**src/rtl/dwh_pkg.sv**
```systemverilog
package dwh_pkg;

  // frame kind codes
  localparam logic [2:0] KIND_HW_RD  = 3'd0;
  localparam logic [2:0] KIND_HW_WR  = 3'd1;
  localparam logic [2:0] KIND_FW_RD  = 3'd2;
  localparam logic [2:0] KIND_FW_WR  = 3'd3;
  localparam logic [2:0] KIND_RESUME = 3'd4;

  // one step of a frame program
  typedef enum logic [2:0] {
    PH_OP, PH_ADDR, PH_DATA, PH_RX, PH_GAP, PH_END
  } phase_e;

  // Step idx of the program for frame kind k.
  function automatic phase_e phase_at(input logic [2:0] k, input logic [2:0] idx);
    phase_e p;
    p = PH_END;
    case (k)
      KIND_HW_RD:
        case (idx)
          3'd0: p = PH_OP;
          3'd1: p = PH_ADDR;
          3'd2: p = PH_GAP;
          3'd3: p = PH_RX;
          default: p = PH_END;
        endcase
      KIND_HW_WR:
        case (idx)
          3'd0: p = PH_OP;
          3'd1: p = PH_ADDR;
          3'd2: p = PH_DATA;
          3'd3: p = PH_GAP;
          default: p = PH_END;
        endcase
      KIND_FW_RD:
        case (idx)
          3'd0: p = PH_OP;
          3'd1: p = PH_GAP;
          3'd2: p = PH_RX;
          default: p = PH_END;
        endcase
      KIND_FW_WR:
        case (idx)
          3'd0: p = PH_OP;
          3'd1: p = PH_DATA;
          3'd2: p = PH_GAP;
          default: p = PH_END;
        endcase
      KIND_RESUME:
        case (idx)
          3'd0: p = PH_OP;
          3'd1: p = PH_GAP;
          default: p = PH_END;
        endcase
      default:
        p = (idx == 3'd0) ? PH_OP : PH_END;
    endcase
    return p;
  endfunction

  function automatic logic is_slot_phase(input phase_e p);
    return (p == PH_OP) || (p == PH_ADDR) || (p == PH_DATA) || (p == PH_RX);
  endfunction

endpackage

```
**src/rtl/dwh_tick.sv**
```systemverilog
module dwh_tick #(
  parameter int DIV_W = 8
) (
  input  logic             clk,
  input  logic             rst,
  input  logic             clr,
  input  logic             en,
  input  logic [DIV_W-1:0] div,
  output logic             tick
);
  logic [DIV_W-1:0] cnt_q;
  logic             at_end;

  assign at_end = (cnt_q == div - 1'b1);
  assign tick   = en && at_end;

  always_ff @(posedge clk) begin
    if (rst || clr) begin
      cnt_q <= '0;
    end else if (en) begin
      cnt_q <= at_end ? '0 : cnt_q + 1'b1;
    end
  end
endmodule

```
**src/rtl/dwh_slot.sv**
```systemverilog
module dwh_slot #(
  parameter int DIV_W     = 8,
  parameter int SLOT_TC   = 16,
  parameter int ONE_TC    = 4,
  parameter int ZERO_TC   = 13,
  parameter int STROBE_TC = 2,
  parameter int SAMPLE_TC = 10
) (
  input  logic             clk,
  input  logic             rst,
  input  logic             start,
  input  logic             start_rx,
  input  logic             start_bit,
  input  logic [DIV_W-1:0] div,
  input  logic             line_s,
  output logic             drive_low,
  output logic             last,
  output logic             rx_bit
);
  localparam int TC_W = $clog2(SLOT_TC);
  localparam logic [TC_W:0]   LEN_ONE  = (TC_W+1)'(ONE_TC);
  localparam logic [TC_W:0]   LEN_ZERO = (TC_W+1)'(ZERO_TC);
  localparam logic [TC_W:0]   LEN_STB  = (TC_W+1)'(STROBE_TC);
  localparam logic [TC_W-1:0] TC_LAST  = TC_W'(SLOT_TC - 1);
  localparam logic [TC_W-1:0] TC_SMP   = TC_W'(SAMPLE_TC - 1);

  logic            active_q, rx_mode_q, bit_q, rx_q, tick;
  logic [TC_W-1:0] tc_q;
  logic [TC_W:0]   low_len;

  dwh_tick #(.DIV_W(DIV_W)) u_tick (
    .clk  (clk),
    .rst  (rst),
    .clr  (start),
    .en   (active_q),
    .div  (div),
    .tick (tick)
  );

  always_comb begin
    if (rx_mode_q)  low_len = LEN_STB;
    else if (bit_q) low_len = LEN_ONE;
    else            low_len = LEN_ZERO;
  end

  assign last      = active_q && tick && (tc_q == TC_LAST);
  assign drive_low = active_q && ({1'b0, tc_q} < low_len);
  assign rx_bit    = rx_q;

  always_ff @(posedge clk) begin
    if (rst) begin
      active_q  <= 1'b0;
      rx_mode_q <= 1'b0;
      bit_q     <= 1'b0;
      tc_q      <= '0;
      rx_q      <= 1'b0;
    end else begin
      if (start) begin
        active_q  <= 1'b1;
        rx_mode_q <= start_rx;
        bit_q     <= start_bit;
        tc_q      <= '0;
      end else if (active_q && tick) begin
        if (tc_q == TC_LAST) begin
          active_q <= 1'b0;
          tc_q     <= '0;
        end else begin
          tc_q <= tc_q + 1'b1;
        end
      end
      // sample at the end of the target clock before SAMPLE_TC
      if (active_q && rx_mode_q && tick && (tc_q == TC_SMP)) begin
        rx_q <= line_s;
      end
    end
  end
endmodule

```
**src/rtl/dwh_seq.sv**
```systemverilog
module dwh_seq
  import dwh_pkg::*;
#(
  parameter int DIV_W      = 8,
  parameter int OP_W       = 8,
  parameter int ADDR_W     = 16,
  parameter int DATA_W     = 16,
  parameter int HW_GAP     = 150,
  parameter int FW_RD_GAP  = 48,
  parameter int FW_WR_GAP  = 36,
  parameter int RESUME_GAP = 76
) (
  input  logic              clk,
  input  logic              rst,
  input  logic              req_valid,
  input  logic [2:0]        req_kind,
  input  logic [OP_W-1:0]   req_op,
  input  logic [ADDR_W-1:0] req_addr,
  input  logic [DATA_W-1:0] req_data,
  input  logic [DIV_W-1:0]  req_div,
  input  logic              slot_last,
  input  logic              slot_rx_bit,
  output logic              slot_start,
  output logic              slot_start_rx,
  output logic              slot_start_bit,
  output logic [DIV_W-1:0]  div_q,
  output logic              busy,
  output logic              done,
  output logic [DATA_W-1:0] rd_data
);
  localparam int FLD_W  = (OP_W > ADDR_W) ? ((OP_W > DATA_W) ? OP_W : DATA_W)
                                          : ((ADDR_W > DATA_W) ? ADDR_W : DATA_W);
  localparam int GAP_A  = (HW_GAP > FW_RD_GAP) ? HW_GAP : FW_RD_GAP;
  localparam int GAP_B  = (FW_WR_GAP > RESUME_GAP) ? FW_WR_GAP : RESUME_GAP;
  localparam int MAXGAP = (GAP_A > GAP_B) ? GAP_A : GAP_B;
  localparam int GAP_W  = $clog2(MAXGAP + 1);
  localparam int CNT_W  = $clog2(FLD_W + 1);

  typedef enum logic [1:0] {S_IDLE, S_SLOT, S_GAP} state_e;

  state_e            state_q;
  phase_e            ph_q, nxt_ph;
  logic [2:0]        kind_q, kind_sel, idx_q, nxt_idx;
  logic [OP_W-1:0]   op_q, op_src;
  logic [ADDR_W-1:0] addr_q;
  logic [DATA_W-1:0] data_q, rx_q, rx_next;
  logic [FLD_W-1:0]  sh_q, load_val;
  logic [CNT_W-1:0]  left_q, load_len;
  logic [GAP_W-1:0]  gap_q, gap_len;
  logic              accept, slot_end, more, advance;

  assign accept   = (state_q == S_IDLE) && req_valid;
  assign kind_sel = (state_q == S_IDLE) ? req_kind : kind_q;
  assign op_src   = (state_q == S_IDLE) ? req_op : op_q;
  assign nxt_idx  = (state_q == S_IDLE) ? 3'd0 : idx_q + 3'd1;
  assign nxt_ph   = phase_at(kind_sel, nxt_idx);
  assign slot_end = (state_q == S_SLOT) && slot_last;
  assign more     = slot_end && (left_q != '0);
  assign advance  = accept || (slot_end && (left_q == '0)) ||
                    ((state_q == S_GAP) && (gap_q == '0));
  assign rx_next  = {rx_q[DATA_W-2:0], slot_rx_bit};

  always_comb begin
    load_val = '0;
    load_len = CNT_W'(DATA_W - 1);
    case (nxt_ph)
      PH_OP: begin
        load_val = FLD_W'(op_src) << (FLD_W - OP_W);
        load_len = CNT_W'(OP_W - 1);
      end
      PH_ADDR: begin
        load_val = FLD_W'(addr_q) << (FLD_W - ADDR_W);
        load_len = CNT_W'(ADDR_W - 1);
      end
      PH_DATA: begin
        load_val = FLD_W'(data_q) << (FLD_W - DATA_W);
        load_len = CNT_W'(DATA_W - 1);
      end
      default: ;
    endcase
  end

  always_comb begin
    case (kind_q)
      KIND_HW_RD, KIND_HW_WR: gap_len = GAP_W'(HW_GAP - 1);
      KIND_FW_RD:             gap_len = GAP_W'(FW_RD_GAP - 1);
      KIND_FW_WR:             gap_len = GAP_W'(FW_WR_GAP - 1);
      KIND_RESUME:            gap_len = GAP_W'(RESUME_GAP - 1);
      default:                gap_len = '0;
    endcase
  end

  assign slot_start     = more || (advance && is_slot_phase(nxt_ph));
  assign slot_start_rx  = more ? (ph_q == PH_RX) : (nxt_ph == PH_RX);
  assign slot_start_bit = more ? sh_q[FLD_W-2] : load_val[FLD_W-1];

  always_ff @(posedge clk) begin
    if (rst) begin
      state_q <= S_IDLE;
      ph_q    <= PH_END;
      kind_q  <= '0;
      idx_q   <= '0;
      op_q    <= '0;
      addr_q  <= '0;
      data_q  <= '0;
      div_q   <= DIV_W'(1);
      sh_q    <= '0;
      left_q  <= '0;
      gap_q   <= '0;
      rx_q    <= '0;
      busy    <= 1'b0;
      done    <= 1'b0;
      rd_data <= '0;
    end else begin
      done <= 1'b0;
      if (accept) begin
        busy   <= 1'b1;
        kind_q <= req_kind;
        op_q   <= req_op;
        addr_q <= req_addr;
        data_q <= req_data;
        div_q  <= (req_div == '0) ? DIV_W'(1) : req_div;
      end
      if (slot_end && (ph_q == PH_RX)) begin
        rx_q <= rx_next;
      end
      if (more) begin
        sh_q   <= sh_q << 1;
        left_q <= left_q - 1'b1;
      end else if (advance) begin
        idx_q <= nxt_idx;
        ph_q  <= nxt_ph;
        if (is_slot_phase(nxt_ph)) begin
          sh_q    <= load_val;
          left_q  <= load_len;
          state_q <= S_SLOT;
        end else if (nxt_ph == PH_GAP) begin
          gap_q   <= gap_len;
          state_q <= S_GAP;
        end else begin
          state_q <= S_IDLE;
          busy    <= 1'b0;
          done    <= 1'b1;
          if (slot_end && (ph_q == PH_RX)) begin
            rd_data <= rx_next;
          end
        end
      end else if (state_q == S_GAP) begin
        gap_q <= gap_q - 1'b1;
      end
    end
  end
endmodule

```
**src/rtl/dwh_host.sv**
```systemverilog
module dwh_host #(
  parameter int DIV_W      = 8,
  parameter int OP_W       = 8,
  parameter int ADDR_W     = 16,
  parameter int DATA_W     = 16,
  parameter int SLOT_TC    = 16,
  parameter int ONE_TC     = 4,
  parameter int ZERO_TC    = 13,
  parameter int STROBE_TC  = 2,
  parameter int SAMPLE_TC  = 10,
  parameter int HW_GAP     = 150,
  parameter int FW_RD_GAP  = 48,
  parameter int FW_WR_GAP  = 36,
  parameter int RESUME_GAP = 76,
  parameter int SYNC_N     = 2
) (
  input  logic              clk,
  input  logic              rst,
  input  logic [DIV_W-1:0]  div_i,
  input  logic              req_valid_i,
  input  logic [2:0]        req_kind_i,
  input  logic [OP_W-1:0]   req_op_i,
  input  logic [ADDR_W-1:0] req_addr_i,
  input  logic [DATA_W-1:0] req_data_i,
  output logic              busy_o,
  output logic              done_o,
  output logic [DATA_W-1:0] rd_data_o,
  input  logic              wire_i,
  output logic              wire_oe_o
);
  logic             line_s, s_start, s_rx, s_bit, s_last, s_rxbit, s_drive;
  logic [DIV_W-1:0] div_q;

  generate
    if (SYNC_N == 0) begin : g_nosync
      assign line_s = wire_i;
    end else begin : g_sync
      logic [SYNC_N-1:0] sq;
      always_ff @(posedge clk) begin
        if (rst) begin
          sq <= '1;
        end else begin
          sq[0] <= wire_i;
          for (int i = 1; i < SYNC_N; i++) sq[i] <= sq[i-1];
        end
      end
      assign line_s = sq[SYNC_N-1];
    end
  endgenerate

  dwh_seq #(
    .DIV_W(DIV_W), .OP_W(OP_W), .ADDR_W(ADDR_W), .DATA_W(DATA_W),
    .HW_GAP(HW_GAP), .FW_RD_GAP(FW_RD_GAP), .FW_WR_GAP(FW_WR_GAP),
    .RESUME_GAP(RESUME_GAP)
  ) u_seq (
    .clk            (clk),
    .rst            (rst),
    .req_valid      (req_valid_i),
    .req_kind       (req_kind_i),
    .req_op         (req_op_i),
    .req_addr       (req_addr_i),
    .req_data       (req_data_i),
    .req_div        (div_i),
    .slot_last      (s_last),
    .slot_rx_bit    (s_rxbit),
    .slot_start     (s_start),
    .slot_start_rx  (s_rx),
    .slot_start_bit (s_bit),
    .div_q          (div_q),
    .busy           (busy_o),
    .done           (done_o),
    .rd_data        (rd_data_o)
  );

  dwh_slot #(
    .DIV_W(DIV_W), .SLOT_TC(SLOT_TC), .ONE_TC(ONE_TC), .ZERO_TC(ZERO_TC),
    .STROBE_TC(STROBE_TC), .SAMPLE_TC(SAMPLE_TC)
  ) u_slot (
    .clk       (clk),
    .rst       (rst),
    .start     (s_start),
    .start_rx  (s_rx),
    .start_bit (s_bit),
    .div       (div_q),
    .line_s    (line_s),
    .drive_low (s_drive),
    .last      (s_last),
    .rx_bit    (s_rxbit)
  );

  always_ff @(posedge clk) begin
    if (rst) wire_oe_o <= 1'b0;
    else     wire_oe_o <= s_drive;
  end
endmodule

```
**config.mk**
```make
export PLATFORM = sky130hd
export DESIGN_NAME = dwh_host
export DESIGN_NICKNAME = d
export VERILOG_FILES = /design/src/rtl/dwh_pkg.sv /design/src/rtl/dwh_tick.sv /design/src/rtl/dwh_slot.sv /design/src/rtl/dwh_seq.sv /design/src/rtl/dwh_host.sv
export SDC_FILE = /design/constraint.sdc
export NUM_CORES = 1
export LEC_CHECK = 0
export BUFFER_PORTS_ARGS = -buffer_cell sky130_fd_sc_hd__buf_2
export CAP_MARGIN = 20
export CORE_MARGIN = 2
export CORE_UTILIZATION = 29
export CTS_CLUSTER_SIZE = 14
export DETAILED_ROUTE_END_ITERATION = 16
export HOLD_SLACK_MARGIN = 0.1
export PLACE_DENSITY = 0.5
export RECOVER_POWER = 50
export SYNTH_ARGS = -nofsm -noshare
export SYNTH_HDL_FRONTEND = slang
export SYNTH_HIERARCHICAL = 1
export SYNTH_SLANG_ARGS = --single-unit
```
**constraint.sdc**
```tcl
create_clock -name clk -period 9.6 [get_ports clk]
set_input_delay 1.92 -clock clk [delete_from_list [all_inputs] [get_ports clk]]
set_output_delay 1.92 -clock clk [all_outputs]
set_load 0.02 [all_outputs]
```
-- Word-level counts from Yosys, hierarchy flattened
Cells that the tools add are included.
- register bits after elaboration: 139
- bits in latches: 0
- bits in writable memories: 0
- ROM bits: 0
- input port bits: 55
- output and inout bits: 19
- word-level logic and storage cells: 144
- memories: 0
- $add $sub $neg: 6
- multiply operators: 0
- divide/modulo/power cells: 0
- order comparisons: 1
- equal/unequal tests: 23
- shift-type cells: 0
- muxes and demuxes: 41
- bitwise gates (word level): 4
- reduce and logical (&&, ||, !) cells: 45
- operators by type and width (operator ; number):
    8-bit two-way mux ; 7
    16-bit case mux with 3 select lines ; 1
    15-bit two-way mux ; 3
    8-bit case mux with 4 select lines ; 1
    3-bit by 2-bit == test with 1-bit output, second input constant ; 9
    3-bit case mux with 4 select lines ; 2
    5-bit two-way mux ; 4
    3-bit case mux with 3 select lines ; 2
    8-bit zero test ; 2
    8-bit by 1-bit subtractor with 8-bit output, second input constant ; 2
    3-bit case mux with 5 select lines ; 1
    1-bit logical AND ; 14
    3-bit by 1-bit == test with 1-bit output, second input constant ; 4
    3-bit zero test ; 4
    4-bit two-way mux ; 3
    1-bit two-way mux ; 11
    2-bit nonzero test ; 5
    3-bit == test, second input constant ; 3
    3-bit two-way mux ; 3
    8-bit by 1-bit adder with 8-bit output, second input constant ; 1
    4-bit == test, second input constant ; 2
    8-bit == test ; 1
    2-bit AND reduction ; 4
    1-bit logical OR ; 7
    17 further kinds ; 24

-- Longest topological paths before layout
Gate-level depths: netlist of the first run.
- depth in word-level cells: 13
- depth in mapped cells: 19
- depth with buffers taken out: 17

-- By module
The synthesis of the first run kept the hierarchy.
- modules (own cells, without submodules) (module ; instances ; cells an instance ; area an instance (um^2) ; seq. area each (um^2)):
    dwh_seq ; 1 ; 633 ; 5207.5 ; 2402.3
    dwh_tick ; 1 ; 75 ; 663.1 ; 160.2
    dwh_slot ; 1 ; 49 ; 456.7 ; 160.2
    dwh_host ; 1 ; 6 ; 78.8 ; 60.1

-- Least setup slack after synthesis of the first run
OpenSTA, ideal clock, no wires.
- path type: reg2reg
- start point: reg u_seq.div_q[0]
- end point: reg u_slot.u_tick.cnt_q[0]
- library setup time: 133 ps
- arrival time: 3805 ps
- required time: 9467 ps
- setup slack: 5662 ps
- stages on the path, launching flop included: 20
- path buffers: 2
- clock period less this slack: 3938 ps
- cell sequence: dfxtp_1 inv_1 ha_1 xor2_1 o21ai_0 nor4_2 nor4b_4 and2_1 and3_1 and3_4 nand2_1 or2_1 buf_2 o311ai_2 o21ai_2 buf_6 nand2_4 nor2_1 nand3b_1 o21ai_1
- word-level cells in the longest chain between the ends: 12
- elaborated cells on any way between the ends: 14
- those cells by class: add/sub (1); eq/ne (1); mux (1); reduce/logical (11)
- ends and longest elaborated chain (item ; line ; text):
    start, declared ; dwh_seq.sv:26 ; output logic [DIV_W-1:0] div_q,
    start signal, assigned ; dwh_seq.sv:122 ; div_q <= (req_div == '0) ? DIV_W'(1) : req_div;
    8-bit by 1-bit subtractor with 8-bit output (*) ; dwh_tick.sv:14 ; assign at_end = (cnt_q == div - 1'b1);
    8-bit == test (*) ; dwh_tick.sv:14 ;
    1-bit logical AND (*) ; dwh_tick.sv:15 ; assign tick = en && at_end;
    net u_slot.tick ; dwh_slot.sv:27 ; logic active_q, rx_mode_q, bit_q, rx_q, tick;
    1-bit logical AND (*) (2 in series) ; dwh_slot.sv:46 ; assign last = active_q && tick && (tc_q == TC_LAST);
    net s_last ; dwh_host.sv:31 ; logic line_s, s_start, s_rx, s_bit, s_last, s_rxbit, s_drive;
    1-bit logical AND (*) ; dwh_seq.sv:57 ; assign slot_end = (state_q == S_SLOT) && slot_last;
    1-bit logical AND ; dwh_seq.sv:59 ; assign advance = accept || (slot_end && (left_q == '0)) ||
    1-bit logical OR (2 in series) ; dwh_seq.sv:59 ;
    1-bit logical AND ; dwh_seq.sv:93 ; assign slot_start = more || (advance && is_slot_phase(nxt_ph));
    1-bit logical OR (*) ; dwh_seq.sv:93 ;
    net s_start ; dwh_host.sv:31 ;
    1-bit logical OR (*) ; dwh_tick.sv:18 ; if (rst || clr) begin
    end signal, assigned ; dwh_tick.sv:21 ; cnt_q <= at_end ? '0 : cnt_q + 1'b1;
    end, declared ; dwh_tick.sv:11 ; logic [DIV_W-1:0] cnt_q;
The timed path passes the listed nets; every way through them passes the cells marked *.
A chain may end at the register's enable or synchronous reset.

==> flow_metrics.env, run 1 <==
export IMPL_status="finished with violations"
export IMPL_failed_checks="max-capacitance violations, max-slew violations"
export IMPL_die_w_um=153
export IMPL_rsz0062_at_grt="no"
export IMPL_startpoint="rst"
export IMPL_num_rows=54
export IMPL_final_seq_area_um2=2780
export IMPL_path_cells="buf_4 > clkbuf_1 > nor2_1 > o211ai_1 > o21ai_0"
export IMPL_max_freq_mhz=176
export IMPL_grt_pass1_wl_um=25900
export IMPL_layout_worst_path_cycle_share=0.592
export IMPL_hold_path_class="reg -> reg"
export IMPL_leakage_nw=2.93
export IMPL_num_io_pins=74
export IMPL_grt_usage=0.134
export IMPL_die_height_um=153
export IMPL_drtIter0Drc=304
export IMPL_setup_slack_ns=3.92
export IMPL_cp_end_kind="flop"
export IMPL_cts_hold_buf=0
export IMPL_dp_final_hpwl_um=9820
export IMPL_timing_critical_path_buf_inv=2
export IMPL_first_global_vias=5199
export IMPL_core_area_um2=21800
export IMPL_cp_top_family="buffers and inverters"
export IMPL_io_buffers=73
export IMPL_path_class="in -> reg"
export IMPL_reg2reg_slack_ns=5.09
export IMPL_antenna_found_initial=0
export IMPL_clockBufferDepth=2
export IMPL_setup_viol_count_final=0
export IMPL_hold_end="g_sync.sq[1]"
export IMPL_cts_setup_buffers=0
export IMPL_arrival_ns=5.82
export IMPL_synth_ff_type="dfxtp_1"
export IMPL_first_pass_iters=6
export IMPL_vias=5419
export IMPL_fillers=2330
export IMPL_hold_slack_ns=0.407
export IMPL_r2r_cells=17
export IMPL_cts_buffers=17
export IMPL_postRouteAntennaNets=0
export IMPL_pre_cts_ws_ns=5.13
export IMPL_area_growth_pct=17.9
export IMPL_syn_inst=763
export IMPL_ir_worst_vdd_mv=0.0878
export IMPL_period_minus_slack_ns=5.68
export IMPL_synth_area_um2=6410
export IMPL_cp_max_fo=91
export IMPL_hold_path_startpoint="g_sync.sq[0]"
export IMPL_cts_sinks=139
export IMPL_critPathMaxStageDelay_ns=2.83
export IMPL_synth_seq_cells=139
export IMPL_finalSetupTns_ns=0
export IMPL_clk_pin_slew_ns=0.06
export IMPL_finalWirelength_um=15100
export IMPL_r2r_start="u_seq/div_q[0]"
export IMPL_avgViaCountPerCell=4.89
export IMPL_stdcell_count=1109
export IMPL_r2r_end="u_seq/sh_q[12]"
export IMPL_insertion_delay_ns=0.43
export IMPL_powerDensity_nw_per_um2=193
export IMPL_worstSetupStartpointType="primary input"
export IMPL_worst_pin_slew_ns=4.01
export IMPL_antennaDiodeCount=0
export IMPL_yosys_warnings=6
export IMPL_drive_above_1_share=0.147
export IMPL_place_area_um2=6980
export IMPL_gp_congestion=0.782
export IMPL_drc=0
export IMPL_ctsResizeCount=0
export IMPL_synth_edf_count=0
export IMPL_cp_slowest_cell="clkbuf_1"
export IMPL_finalInstanceArea_um2=7550
export IMPL_synth_cell_types=75
export IMPL_yosysSeqAreaShare=0.434
export IMPL_htreeDepth=4
export IMPL_hold_viol=0
export IMPL_die_area_um2=23300
export IMPL_syn_nets=828
export IMPL_fin_skew_ns=0.0188
export IMPL_nets=881
export IMPL_slew_headroom=-1.67
export IMPL_holdPathStages=1
export IMPL_crit_required_ns=9.74
export IMPL_multiInputGateArea_um2=3390
export IMPL_drv_slew=144
export IMPL_cts_tree="built"
export IMPL_dp_cells=1076
export IMPL_async_flop_share=0
export IMPL_grt_overflow=0
export IMPL_wl_per_cell_um=13.6
export IMPL_initial_utilization=0.294
export IMPL_drv_cap=2
export IMPL_grt_max_degree=92
export IMPL_syn_area_per_cell_um2=8.40
export IMPL_cts_root_buf="clkbuf_16"
-- kinds of logic after synthesis --
logic type,synth area share
muxes,0.0367
buffers and inverters,0.0375
AOI/OAI and AO/OA,0.196
and+or+nand+nor,0.247
xor gates and xnor gates,0.0287
DFF,0.434
adders and majority gates,0.0195
-- cells in the mapped netlist, types with 4 or more instances --
cell type	instances	share of area
and2_1	5	0.0049
dfxtp_1	139	0.43
a22o_1	8	0.011
buf_2	9	0.0070
mux2i_1	22	0.034
nand2b_1	10	0.0098
nor3_1	13	0.010
a22oi_1	8	0.0094
xnor2_1	10	0.014
nand3b_1	5	0.0059
o21ai_0	14	0.011
ha_1	10	0.020
inv_1	10	0.0059
nor2_1	46	0.027
or2_1	4	0.0039
xor2_1	11	0.015
nor2b_1	9	0.0088
clkbuf_1	35	0.021
nand2_1	156	0.091
o22ai_1	15	0.015
a221oi_1	10	0.014
or3_1	4	0.0039
nand3_1	15	0.012
and3_1	16	0.016
a21oi_1	105	0.082
-- final cells by class --
| cell class | instances | area share |
|---|---|---|
| Multi-Input combinational cell | 567 | 0.448 |
| Sequential cell | 139 | 0.368 |
| Clock buffer | 17 | 0.0563 |
| Timing Repair Buffer | 81 | 0.0533 |
| Tap cell | 280 | 0.0464 |
| Clock inverter | 15 | 0.0224 |
| Inverter | 10 | 0.00497 |
-- flip-flops by register name (all words and copies together) (netlist names), 3 cells and up --
| signal | count |
|---|---|
| u_seq/addr_q | 16 |
| u_seq/data_q | 16 |
| u_seq/rd_data | 16 |
| u_seq/rx_q | 15 |
| u_seq/sh_q | 15 |
| u_seq/div_q | 8 |
| u_seq/gap_q | 8 |
| u_seq/op_q | 8 |
| u_slot/u_tick/cnt_q | 8 |
| u_seq/left_q | 5 |
| u_slot/tc_q | 4 |
| u_seq/idx_q | 3 |
| u_seq/kind_q | 3 |
| u_seq/ph_q | 3 |
-- worst max-delay path by stage --
stage	end	slack, ns	depth (start not counted)
after CTS	u_slot/u_tick/cnt_q[1]	5.10	18
after detailed placement	u_slot/u_tick/cnt_q[1]	5.13	18
final	u_seq/gap_q[6]	3.92	5
after global placement	u_slot/u_tick/cnt_q[1]	5.23	18
after floorplan	u_slot/u_tick/cnt_q[0]	5.66	19
after global routing	u_seq/gap_q[6]	3.21	5
-- layout by cell type (no fill, tap or decap), drive strengths merged, types with 5 or more instances in the layout --
| master | instances |
|---|---|
| nor2b | 10 |
| nor3 | 16 |
| buf | 60 |
| a22oi | 8 |
| and3 | 17 |
| xor2 | 11 |
| mux2i | 22 |
| a22o | 8 |
| or3 | 5 |
| inv | 19 |
| xnor2 | 10 |
| a21oi | 107 |
| or2 | 8 |
| dfxtp | 139 |
| clkbuf | 38 |
| o21ai | 18 |
| a221oi | 10 |
| o22ai | 15 |
| nand2b | 10 |
| ha | 10 |
| nand3b | 5 |
| nor2 | 46 |
| nand3 | 15 |
| nand2 | 157 |
| and2 | 5 |
-- where the power goes --
part	internal, mW	switching [mW]
Combinational	0.0741	0.107
Sequential	0.604	0.0248
Clock	0.350	0.300
Total	1.03	0.431
-- worst register-to-register path, delay by kind of cell, from the launching register on --
family	cells	cell delay (ns)
adders and majority gates	1	0.16
and+or+nand+nor	9	2.52
AOI/OAI and AO/OA	5	0.90
DFF	1	0.34
buffers and inverters	2	0.33
-- per-stage QoR --
stage | util | power (mW)
CTS | 0.348 | 1.48
global placement | 0.321 | 0.822
detailed placement | 0.321 | 0.823
finish | 0.347 | 1.46
global route | 0.347 | 1.53
floorplan | - | 0.773
-- routing by layer --
metal | part of all wire | vias up | track usage | wire [um]
li1 | - | 2802 | - | -
met3 | 0.029 | 14 | 0.0307 | 441
met2 | 0.46 | 71 | 0.217 | 7020
met5 | 0 | - | 0 | 0
met1 | 0.50 | 2532 | 0.176 | 7500
met4 | 0.012 | 0 | 0.0450 | 177
Note: power is estimated with default switching activity, not from simulation.
==> inputs of run 2 (changes only) <==
--- a/config.mk
+++ b/config.mk
@@ -12,7 +12,7 @@
 export CTS_CLUSTER_SIZE = 14
 export DETAILED_ROUTE_END_ITERATION = 16
 export HOLD_SLACK_MARGIN = 0.1
-export PLACE_DENSITY = 0.5
+export PLACE_DENSITY = 0.52
 export RECOVER_POWER = 50
 export SYNTH_ARGS = -nofsm -noshare
 export SYNTH_HDL_FRONTEND = slang
==> constraint.sdc (replaced) <==
create_clock -name clk -period 4.8 [get_ports clk]
set_input_delay 0.96 -clock clk [delete_from_list [all_inputs] [get_ports clk]]
set_output_delay 0.96 -clock clk [all_outputs]
set_load 0.02 [all_outputs]
==> run 2 against run 1 <==
Against the previous run:
- the flow still finishes with violations (max-capacitance violations, max-slew violations)
- critical path depth is 12 higher
- global-route usage is 0.057 points higher
- critical path type is now reg -> reg
- routed wire length is 2.7% higher
- sequential share of layout area hardly changed
- largest power group unchanged
==> flow_metrics.env, run 2 (synthesized netlist as in run 1, its figures left out) <==
export IMPL_hold_viol=0
export IMPL_layout_worst_path_cycle_share=0.880
export IMPL_slew_headroom=-0.579
export IMPL_drv_slew=54
export IMPL_insertion_delay_ns=0.41
export IMPL_cts_hold_buf=0
export IMPL_die_height_um=153
export IMPL_grt_pass1_wl_um=26100
export IMPL_num_rows=54
export IMPL_antenna_found_initial=0
export IMPL_path_class="reg -> reg"
export IMPL_path_cells="inv_1 > ha_1 > nor2b_1 > o21ai_0 > nor4_2 > nor4b_4 > and2_0 > and3_1 > and3_4 > nand2_1 > or2_1 > o311ai_2 > o21ai_2 > nand2_4 > nor2_1 > nand3b_1 > o21ai_1"
export IMPL_place_area_um2=7010
export IMPL_postRouteAntennaNets=0
export IMPL_pre_cts_ws_ns=0.643
export IMPL_gp_congestion=0.771
export IMPL_leakage_nw=2.94
export IMPL_cp_slowest_cell="o311ai_2"
export IMPL_core_area_um2=21800
export IMPL_antennaDiodeCount=0
export IMPL_max_freq_mhz=237
export IMPL_vias=5390
export IMPL_cts_buffers=17
export IMPL_powerDensity_nw_per_um2=385
export IMPL_critPathMaxStageDelay_ns=0.45
export IMPL_hold_path_startpoint="g_sync.sq[0]"
export IMPL_grt_usage=0.134
export IMPL_drc=0
export IMPL_die_w_um=153
export IMPL_largestRegisters="u_seq/addr_q: 16 flops, u_seq/data_q: 16 flops, u_seq/rd_data: 16 flops"
export IMPL_power_total_mw=2.91
export IMPL_clockBufferDepth=2
export IMPL_r2r_start="u_seq/div_q[0]"
export IMPL_ir_worst_vdd_mv=0.184
export IMPL_cts_root_buf="clkbuf_16"
export IMPL_rsz0062_at_grt="no"
export IMPL_stdcell_count=1113
export IMPL_drive_above_1_share=0.151
export IMPL_grt_overflow=0
export IMPL_r2r_end="u_slot/u_tick/cnt_q[0]"
export IMPL_fin_skew_ns=0.0109
export IMPL_crit_path_end="u_slot/u_tick/cnt_q[0]"
export IMPL_first_global_vias=5201
export IMPL_hold_path_class="reg -> reg"
export IMPL_failed_checks="max-capacitance violations, max-slew violations"
export IMPL_ctsResizeCount=0
export IMPL_final_util=0.347
export IMPL_cp_max_fo=18
export IMPL_r2r_cells=17
export IMPL_wl_per_cell_um=14.0
export IMPL_htreeDepth=4
export IMPL_final_cell_mix="nand2_1 (156), dfxtp_1 (139), a21oi_1 (105)"
export IMPL_startpoint="u_seq/div_q[0]"
export IMPL_cts_setup_buffers=0
export IMPL_arrival_ns=4.52
export IMPL_dp_final_hpwl_um=10200
export IMPL_cp_end_kind="flop"
export IMPL_layout_commonest_cell="nand2_1"
export IMPL_finalInstanceArea_um2=7560
export IMPL_io_buffers=73
export IMPL_clk_pin_slew_ns=0.06
export IMPL_initial_utilization=0.294
export IMPL_finalWirelength_um=15500
export IMPL_crit_required_ns=5.10
export IMPL_num_io_pins=74
export IMPL_cts_sinks=139
export IMPL_first_pass_iters=4
export IMPL_grt_max_degree=70
export IMPL_hold_slack_ns=0.416
export IMPL_avgViaCountPerCell=4.84
export IMPL_period_minus_slack_ns=4.23
export IMPL_dp_cells=1080
export IMPL_status="finished with violations"
export IMPL_drv_cap=1
export IMPL_area_growth_pct=18.0
export IMPL_worst_pin_slew_ns=2.37
export IMPL_drtIter0Drc=434
export IMPL_die_area_um2=23300
export IMPL_cts_tree="built"
export IMPL_setup_viol_count_final=0
export IMPL_worstSetupStartpointType="flop"
export IMPL_nets=885
export IMPL_setup_slack_ns=0.574
export IMPL_finalSetupTns_ns=0
export IMPL_reg2reg_slack_ns=0.57
-- run 2: power by group --
group,switching [mW],total (mW),internal [mW]
Combinational,0.223,0.372,0.150
Clock,0.551,1.28,0.734
Sequential,0.0433,1.25,1.21
Total,0.817,2.91,2.09
-- run 2: how the worst min path moves through the flow --
stage                     cells after the start  slack [ns]           end
after global routing                          1        0.45  g_sync.sq[1]
after global placement                        1        0.42  g_sync.sq[1]
after floorplan                               1        0.38  g_sync.sq[1]
after detailed placement                      1        0.41  g_sync.sq[1]
after CTS                                     1        0.42  g_sync.sq[1]
final                                         1        0.42  g_sync.sq[1]
-- run 2: worst max-delay path, delay by kind of cell, from the launching register on --
family | cells | cell delay (ns)
compound gates | 4 | 1.03
flops | 1 | 0.33
fa+ha+maj | 1 | 0.16
simple gates | 11 | 2.54
buf+inv | 1 | 0.06
-- run 2: area by class of cell --
cell class,count,area [um^2]
tap,280,350
clock buffer,17,425
multi-input combinational,567,3380
timing repair buffer,85,427
clock inverter,15,153
fill,2335,14200
inverter,10,37.5
sequential,139,2780
-- run 2: per-layer routing --
metal	track usage	wire length (um)
met2	0.218	7180
met4	0.0384	80
met3	0.0316	366
met1	0.179	7920
met5	0	0
